<file path="config.mk">
export PLATFORM = sky130hd
export DESIGN_NAME = pps_ctrl
export DESIGN_NICKNAME = d
export VERILOG_FILES = /design/src/rtl/pps_pkg.sv /design/src/rtl/pps_seq_rom.sv /design/src/rtl/pps_ms_wait.sv /design/src/rtl/pps_ctrl.sv
export SDC_FILE = /design/constraint.sdc
export NUM_CORES = 1
export LEC_CHECK = 0
export BUFFER_PORTS_ARGS = -buffer_cell sky130_fd_sc_hd__clkbuf_2
export CAP_MARGIN = 20
export CELL_PAD_IN_SITES_DETAIL_PLACEMENT = 1
export CELL_PAD_IN_SITES_GLOBAL_PLACEMENT = 1
export CORE_MARGIN = 5
export CORE_UTILIZATION = 36
export CTS_CLUSTER_DIAMETER = 30
export DETAILED_ROUTE_END_ITERATION = 16
export HOLD_SLACK_MARGIN = 0.05
export MAX_ROUTING_LAYER = met4
export PLACE_DENSITY = 0.77
export SKIP_LAST_GASP = 1
export SLEW_MARGIN = 25
export SYNTH_ARGS = -nofsm -noshare
export SYNTH_HDL_FRONTEND = slang
export SYNTH_SLANG_ARGS = --single-unit
export TNS_END_PERCENT = 1
</file>
<file path="constraint.sdc">
create_clock -name clk -period 1.4 [get_ports clk]
set_input_delay 0.07 -clock clk [delete_from_list [all_inputs] [get_ports clk]]
set_output_delay 0.07 -clock clk [all_outputs]
set_load 0.01 [all_outputs]
</file>
<file path="src/rtl/pps_pkg.sv">
package pps_pkg;
  localparam int CMD_W = 8;
  localparam int PAY_W = 16;

  typedef struct packed {
    logic [CMD_W-1:0] cmd;
    logic [1:0]       nbytes;
    logic [PAY_W-1:0] payload;
    logic             hold_ms;  // wait on the millisecond strobe after done
    logic             gate;     // abort point for early errors
    logic             last;     // final step of its sequence
  } seq_entry_t;

  // Entry points into the step ROM
  localparam int UP_START = 0;
  localparam int DN_START = 10;
  localparam int N_STEPS  = 14;
endpackage

</file>
<file path="src/rtl/pps_seq_rom.sv">
module pps_seq_rom
  import pps_pkg::*;
#(
  parameter int IDX_W = 4
) (
  input  logic             clk,
  input  logic [IDX_W-1:0] addr,
  output seq_entry_t       entry
);
  function automatic seq_entry_t step(input logic [IDX_W-1:0] a);
    seq_entry_t e;
    e = '0;
    case (a)
      // power-up: three bare null commands with a hold after each
      4'd0:  e = '{8'h00, 2'd0, 16'h0000, 1'b1, 1'b0, 1'b0};
      4'd1:  e = '{8'h00, 2'd0, 16'h0000, 1'b1, 1'b0, 1'b0};
      4'd2:  e = '{8'h00, 2'd0, 16'h0000, 1'b1, 1'b1, 1'b0};
      4'd3:  e = '{8'hB0, 2'd1, 16'h0017, 1'b0, 1'b0, 1'b0};
      4'd4:  e = '{8'hBC, 2'd1, 16'h0080, 1'b0, 1'b0, 1'b0};
      4'd5:  e = '{8'h3B, 2'd1, 16'h0000, 1'b0, 1'b0, 1'b0};
      4'd6:  e = '{8'hB0, 2'd1, 16'h0016, 1'b0, 1'b0, 1'b0};
      4'd7:  e = '{8'hB8, 2'd2, 16'hFFF9, 1'b0, 1'b0, 1'b0};
      4'd8:  e = '{8'h11, 2'd0, 16'h0000, 1'b0, 1'b0, 1'b0};
      4'd9:  e = '{8'h29, 2'd0, 16'h0000, 1'b0, 1'b0, 1'b1};
      // power-down
      4'd10: e = '{8'h28, 2'd0, 16'h0000, 1'b0, 1'b0, 1'b0};
      4'd11: e = '{8'hB8, 2'd2, 16'h8002, 1'b0, 1'b0, 1'b0};
      4'd12: e = '{8'h10, 2'd0, 16'h0000, 1'b0, 1'b0, 1'b0};
      4'd13: e = '{8'hB0, 2'd1, 16'h0000, 1'b0, 1'b0, 1'b1};
      default: e = '{8'h00, 2'd0, 16'h0000, 1'b0, 1'b0, 1'b1};
    endcase
    return e;
  endfunction

  // Registered read so the table maps onto a synchronous ROM
  always_ff @(posedge clk) begin
    entry <= step(addr);
  end
endmodule

</file>
<file path="src/rtl/pps_ms_wait.sv">
module pps_ms_wait #(
  parameter int TICKS = 2
) (
  input  logic clk,
  input  logic rst,
  input  logic run,
  input  logic tick,
  output logic expired
);
  localparam int CW = $clog2(TICKS + 1);
  logic [CW-1:0] cnt;

  always_ff @(posedge clk) begin
    if (rst || !run) cnt <= '0;
    else if (tick)   cnt <= cnt + 1'b1;
  end

  assign expired = run && tick && (cnt == CW'(TICKS - 1));
endmodule

</file>
<file path="src/rtl/pps_ctrl.sv">
module pps_ctrl
  import pps_pkg::*;
#(
  parameter int HOLD_TICKS = 2,
  parameter int IDX_W      = 4
) (
  input  logic              clk,
  input  logic              rst,
  input  logic              up_req,
  input  logic              down_req,
  input  logic              ms_tick,
  output logic              cw_req,
  output logic [CMD_W-1:0]  cw_cmd,
  output logic [1:0]        cw_nbytes,
  output logic [PAY_W-1:0]  cw_payload,
  input  logic              cw_done,
  input  logic              cw_err,
  output logic              busy,
  output logic              panel_active,
  output logic              io_error
);
  localparam logic [IDX_W-1:0] UP_IDX = IDX_W'(UP_START);
  localparam logic [IDX_W-1:0] DN_IDX = IDX_W'(DN_START);

  typedef enum logic [2:0] {S_IDLE, S_FETCH, S_ISSUE, S_WAIT, S_HOLD, S_STEP} st_t;

  st_t             state;
  logic [IDX_W-1:0] idx;
  logic            going_up;
  logic            err_acc;
  logic            hold_over;
  seq_entry_t      ent;

  pps_seq_rom #(.IDX_W(IDX_W)) u_rom (
    .clk   (clk),
    .addr  (idx),
    .entry (ent)
  );

  pps_ms_wait #(.TICKS(HOLD_TICKS)) u_wait (
    .clk     (clk),
    .rst     (rst),
    .run     (state == S_HOLD),
    .tick    (ms_tick),
    .expired (hold_over)
  );

  always_ff @(posedge clk) begin
    if (rst) begin
      state        <= S_IDLE;
      idx          <= '0;
      going_up     <= 1'b0;
      err_acc      <= 1'b0;
      cw_req       <= 1'b0;
      cw_cmd       <= '0;
      cw_nbytes    <= '0;
      cw_payload   <= '0;
      busy         <= 1'b0;
      panel_active <= 1'b0;
      io_error     <= 1'b0;
    end else begin
      cw_req <= 1'b0;
      case (state)
        S_IDLE: begin
          if (up_req && !panel_active) begin
            idx <= UP_IDX; going_up <= 1'b1; err_acc <= 1'b0;
            io_error <= 1'b0; busy <= 1'b1; state <= S_FETCH;
          end else if (down_req && panel_active) begin
            idx <= DN_IDX; going_up <= 1'b0; err_acc <= 1'b0;
            io_error <= 1'b0; busy <= 1'b1; state <= S_FETCH;
          end
        end
        S_FETCH: state <= S_ISSUE;
        S_ISSUE: begin
          cw_req     <= 1'b1;
          cw_cmd     <= ent.cmd;
          cw_nbytes  <= ent.nbytes;
          cw_payload <= ent.payload;
          state      <= S_WAIT;
        end
        S_WAIT: begin
          if (cw_done) begin
            if (cw_err && going_up) err_acc <= 1'b1;
            state <= ent.hold_ms ? S_HOLD : S_STEP;
          end
        end
        S_HOLD: if (hold_over) state <= S_STEP;
        S_STEP: begin
          if (ent.last) begin
            panel_active <= going_up;
            if (going_up) io_error <= err_acc;
            busy  <= 1'b0;
            state <= S_IDLE;
          end else if (ent.gate && err_acc) begin
            io_error <= 1'b1;
            busy     <= 1'b0;
            state    <= S_IDLE;
          end else begin
            idx   <= idx + 1'b1;
            state <= S_FETCH;
          end
        end
        default: state <= S_IDLE;
      endcase
    end
  end

  // a request is a single-cycle pulse
  a_r10_req_pulse: assert property (@(posedge clk) disable iff (rst)
    cw_req |=> !cw_req);

  // no request leaves the block while it reports idle
  a_r9_no_req_idle: assert property (@(posedge clk) disable iff (rst)
    !busy |-> !cw_req);

  // the panel turns on only two cycles after a writer done
  a_r6_active_after_done: assert property (@(posedge clk) disable iff (rst)
    $rose(panel_active) |-> $past(cw_done, 2));

  // the panel state moves only as a sequence ends
  a_r7_state_at_end: assert property (@(posedge clk) disable iff (rst)
    (panel_active != $past(panel_active)) |-> ($fell(busy) || !busy));

  // a writer done while a request is being issued is not expected
  a_r10_done_not_with_req: assert property (@(posedge clk) disable iff (rst)
    cw_req |-> !cw_done);
endmodule

</file>
==> impl_metrics.ini <==
[status]
outcome = completed

[placed_design]
portBuffers = 35
place_congestion = 0.835
place_hpwl_um = 3180
dp_slack_ns = 0.0757

[pwr]
total_power_mw = 2.92
power.leakage_nw = 1.02
powerDensity_mw_per_mm2 = 1220
maximum_vdd_drop_v = 0.000517

[routing]
drt-wirelength-per-cell_um = 13.2
via_count = 1644
detailroute.wirelength.met2_um = 2210
antenna_left = 0
drt_first_pass_iters = 4
drt_drc_violations_left = 0
met3WireLength_um = 143
topRoutingLayerUsed = met4
drt-vias-per-instance = 4.84
met1Wirelength_um = 2000
routed_wirelength_um = 4480
number_of_drc_markers_after_the_initial_detailed_route_iteration = 101

[global_route]
grt_first_pass_wirelength_um = 7770
grt_max_degree = 21
overflow = 0
first_global_vias = 1675
number_of_antenna_violations_at_the_first_check_in_global_routing = 0
grt.total_usage = 0.137

[timing]
finalCriticalPeriod_ns = 1.34
grt_setup_unrepaired = true
finalHoldViolations = 0
worst_clock_skew_ns = 0.00616
timing.final.crit_share = 0.959
worst_hold_slack_ns = 0.0530
setup_violating_endpoint_count_in_the_final_report = 0
post-route-worst-setup-slack_ns = 0.0572
report.final.slew_viol_count = 0
maxClockFrequency_ghz = 0.745

[yosys]
yosys.area_share.xor_xnor = 0.00441
post_synth_and_or_nand_nor_area_fraction = 0.193
post-synth-top-area-cell = sky130_fd_sc_hd__dfxtp_1
yosysUniqueCellTypes = 42
yosysTopAreaCellShare = 0.484
ys_async_sr_fraction = 0
avgSynthCellArea_um2 = 8.64
synth-edff-count = 0
synth_compound_gate_area_share = 0.171
synth_fp_nets = 246
synth_ff_type = sky130_fd_sc_hd__dfxtp_1
mux_contribution_to_synthesized_area = 0.00567
synth.cell_area_mm2 = 0.00199
synthAdderAreaFrac = 0.0567
synth_seq_cells = 48
synth_warnings = 0
main_combinational_cell_family_by_area_after_synthesis = simple AND/OR/NAND/NOR gates
post_synth_main_area_contributors = sky130_fd_sc_hd__dfxtp_1, sky130_fd_sc_hd__nand2_1, sky130_fd_sc_hd__a21oi_1
synthesis.instances = 230
synth_sequential_area_ratio = 0.484

[finish]
n_antenna_cell = 0
drive_above_1_share = 0.257
syn2layout_area_growth_pct = 20.5
multi_input_comb_area_um2 = 865
layout.cells.most_common_list = sky130_fd_sc_hd__dfxtp_1, sky130_fd_sc_hd__nand2_1, sky130_fd_sc_hd__clkbuf_2
layout_commonest_cell = sky130_fd_sc_hd__dfxtp_1
fillCellCount = 654
num-nets-final = 283
seqCellArea_um2 = 962

[critical_path]
reg2reg_depth = 4
nature_of_the_critical_path_endpoint = register
required_ns = 1.64
crit_path_start_kind = register
critPathArrivalTime_ns = 1.58
ff2ff_setup_slack_ns = 0.06
worst-setup-path-type = reg2reg
critPathSlowestCell = sky130_fd_sc_hd__dfxtp_1
crit_path_cell_trace = and3b_1 > a22oi_2 > a211o_1 > a21oi_1
crit_path_max_incr_delay_ns = 0.47
critical-path-top-delay-family = compound AO/OA/AOI/OAI gates
worstSetupPathDepth = 4
worstPathMaxFanout = 8
critical_path.n_buffers_inverters = 0

[floorplan]
die-area_mm2 = 0.00710
fp-row-count = 27
die_height_um = 84.3
dieWidth_um = 84.3
io_pins = 37
floorplan.initialDensity = 0.365
placeableCoreArea_mm2 = 0.00544

[job]
cap_violations = 0

[min_path]
min_path_type = in2reg
hold_depth = 3

[cts]
cts_root_buffer = sky130_fd_sc_hd__clkbuf_8
clk-insertion-delay-late_ns = 0.30
cts_max_path_buffers = 2
cts-htree-levels = 2
clkSinkCount = 48
cts.reportedPaths.clkPinSlew_ns = 0.09
cts-buffers-inserted = 5
tritoncts = yes
tightest hold or removal path, stage by stage:
cell and delay, ns:
sky130_fd_sc_hd__clkbuf_2 0.08, sky130_fd_sc_hd__a32oi_1 0.09, sky130_fd_sc_hd__nor2_1 0.07
power by group:
group | switching (mW) | total (mW) | internal (mW) | leakage [nW]
clock | 0.466 | 1.18 | 0.718 | 0.0687
combinational | 0.175 | 0.296 | 0.121 | 0.559
sequential | 0.0345 | 1.44 | 1.41 | 0.389
flip-flops by register name, indices dropped and copies added (netlist names):
name	flops
u_rom.entry	18
cw_cmd	7
cw_payload	6
idx	4
state	3
cw_nbytes	2
u_wait.cnt	2
busy	1
cw_req	1
err_acc	1
going_up	1
io_error	1
panel_active	1
path summary, 6_finish.rpt:
check | start | endpoint
max | state[0] | idx[1]
min | cw_err | err_acc
max reg2reg | state[0] | idx[1]
min reg2reg | u_rom.entry[10] | cw_payload[7]
timing repair:
action	4_1_cts	5_1_grt
hold endpoints to repair	1	0
hold buffers	1	0
endpoints found under the setup margin	0	13
gates resized for setup	0	2
buffers inserted	0	0
metrics by stage:
step	TNS (ns)	util	area [µm²]	cells
5_1_grt	-0.174	0.440	2390	340
6_report	0	0.440	2390	340
3_3_place_gp	0	0.412	2240	331
4_1_cts	0	0.439	2390	340
2_1_floorplan	0	-	1990	230
3_5_place_dp	0	0.412	2240	331
cell type report:
cell class / instances / share of cell area
Clock buffer: 5 / 0.0288
Timing Repair Buffer: 53 / 0.131
Tap cell: 72 / 0.0376
Clock inverter: 3 / 0.0288
Sequential cell: 48 / 0.402
Multi-Input combinational cell: 152 / 0.361
Inverter: 7 / 0.0110
synth_stat cells, types with 4 or more instances:
| library cell | n |
|---|---|
| sky130_fd_sc_hd__nand2_1 | 40 |
| sky130_fd_sc_hd__nand2b_1 | 4 |
| sky130_fd_sc_hd__inv_1 | 5 |
| sky130_fd_sc_hd__nor2_1 | 19 |
| sky130_fd_sc_hd__ha_1 | 9 |
| sky130_fd_sc_hd__buf_2 | 4 |
| sky130_fd_sc_hd__o21ai_0 | 5 |
| sky130_fd_sc_hd__buf_4 | 11 |
| sky130_fd_sc_hd__dfxtp_1 | 48 |
| sky130_fd_sc_hd__a21oi_1 | 28 |
| sky130_fd_sc_hd__clkbuf_1 | 6 |
| sky130_fd_sc_hd__nor3_1 | 6 |
logic make-up after synthesis:
group,count (synthesis)
other,1
xor gates and xnor gates,1
buffers and inverters,30
DFF,48
adders and majority gates,9
and+or+nand+nor,84
muxes,1
AOI/OAI and AO/OA,56
metal layers:
| metal | global-route usage | vias up |
|---|---|---|
| li1 | - | 837 |
| met1 | 0.158 | 767 |
| met2 | 0.231 | 27 |
| met3 | 0.0275 | 13 |
| met4 | 0.0570 | 0 |
| met5 | - | - |
Power figures use the tool's default switching activity.
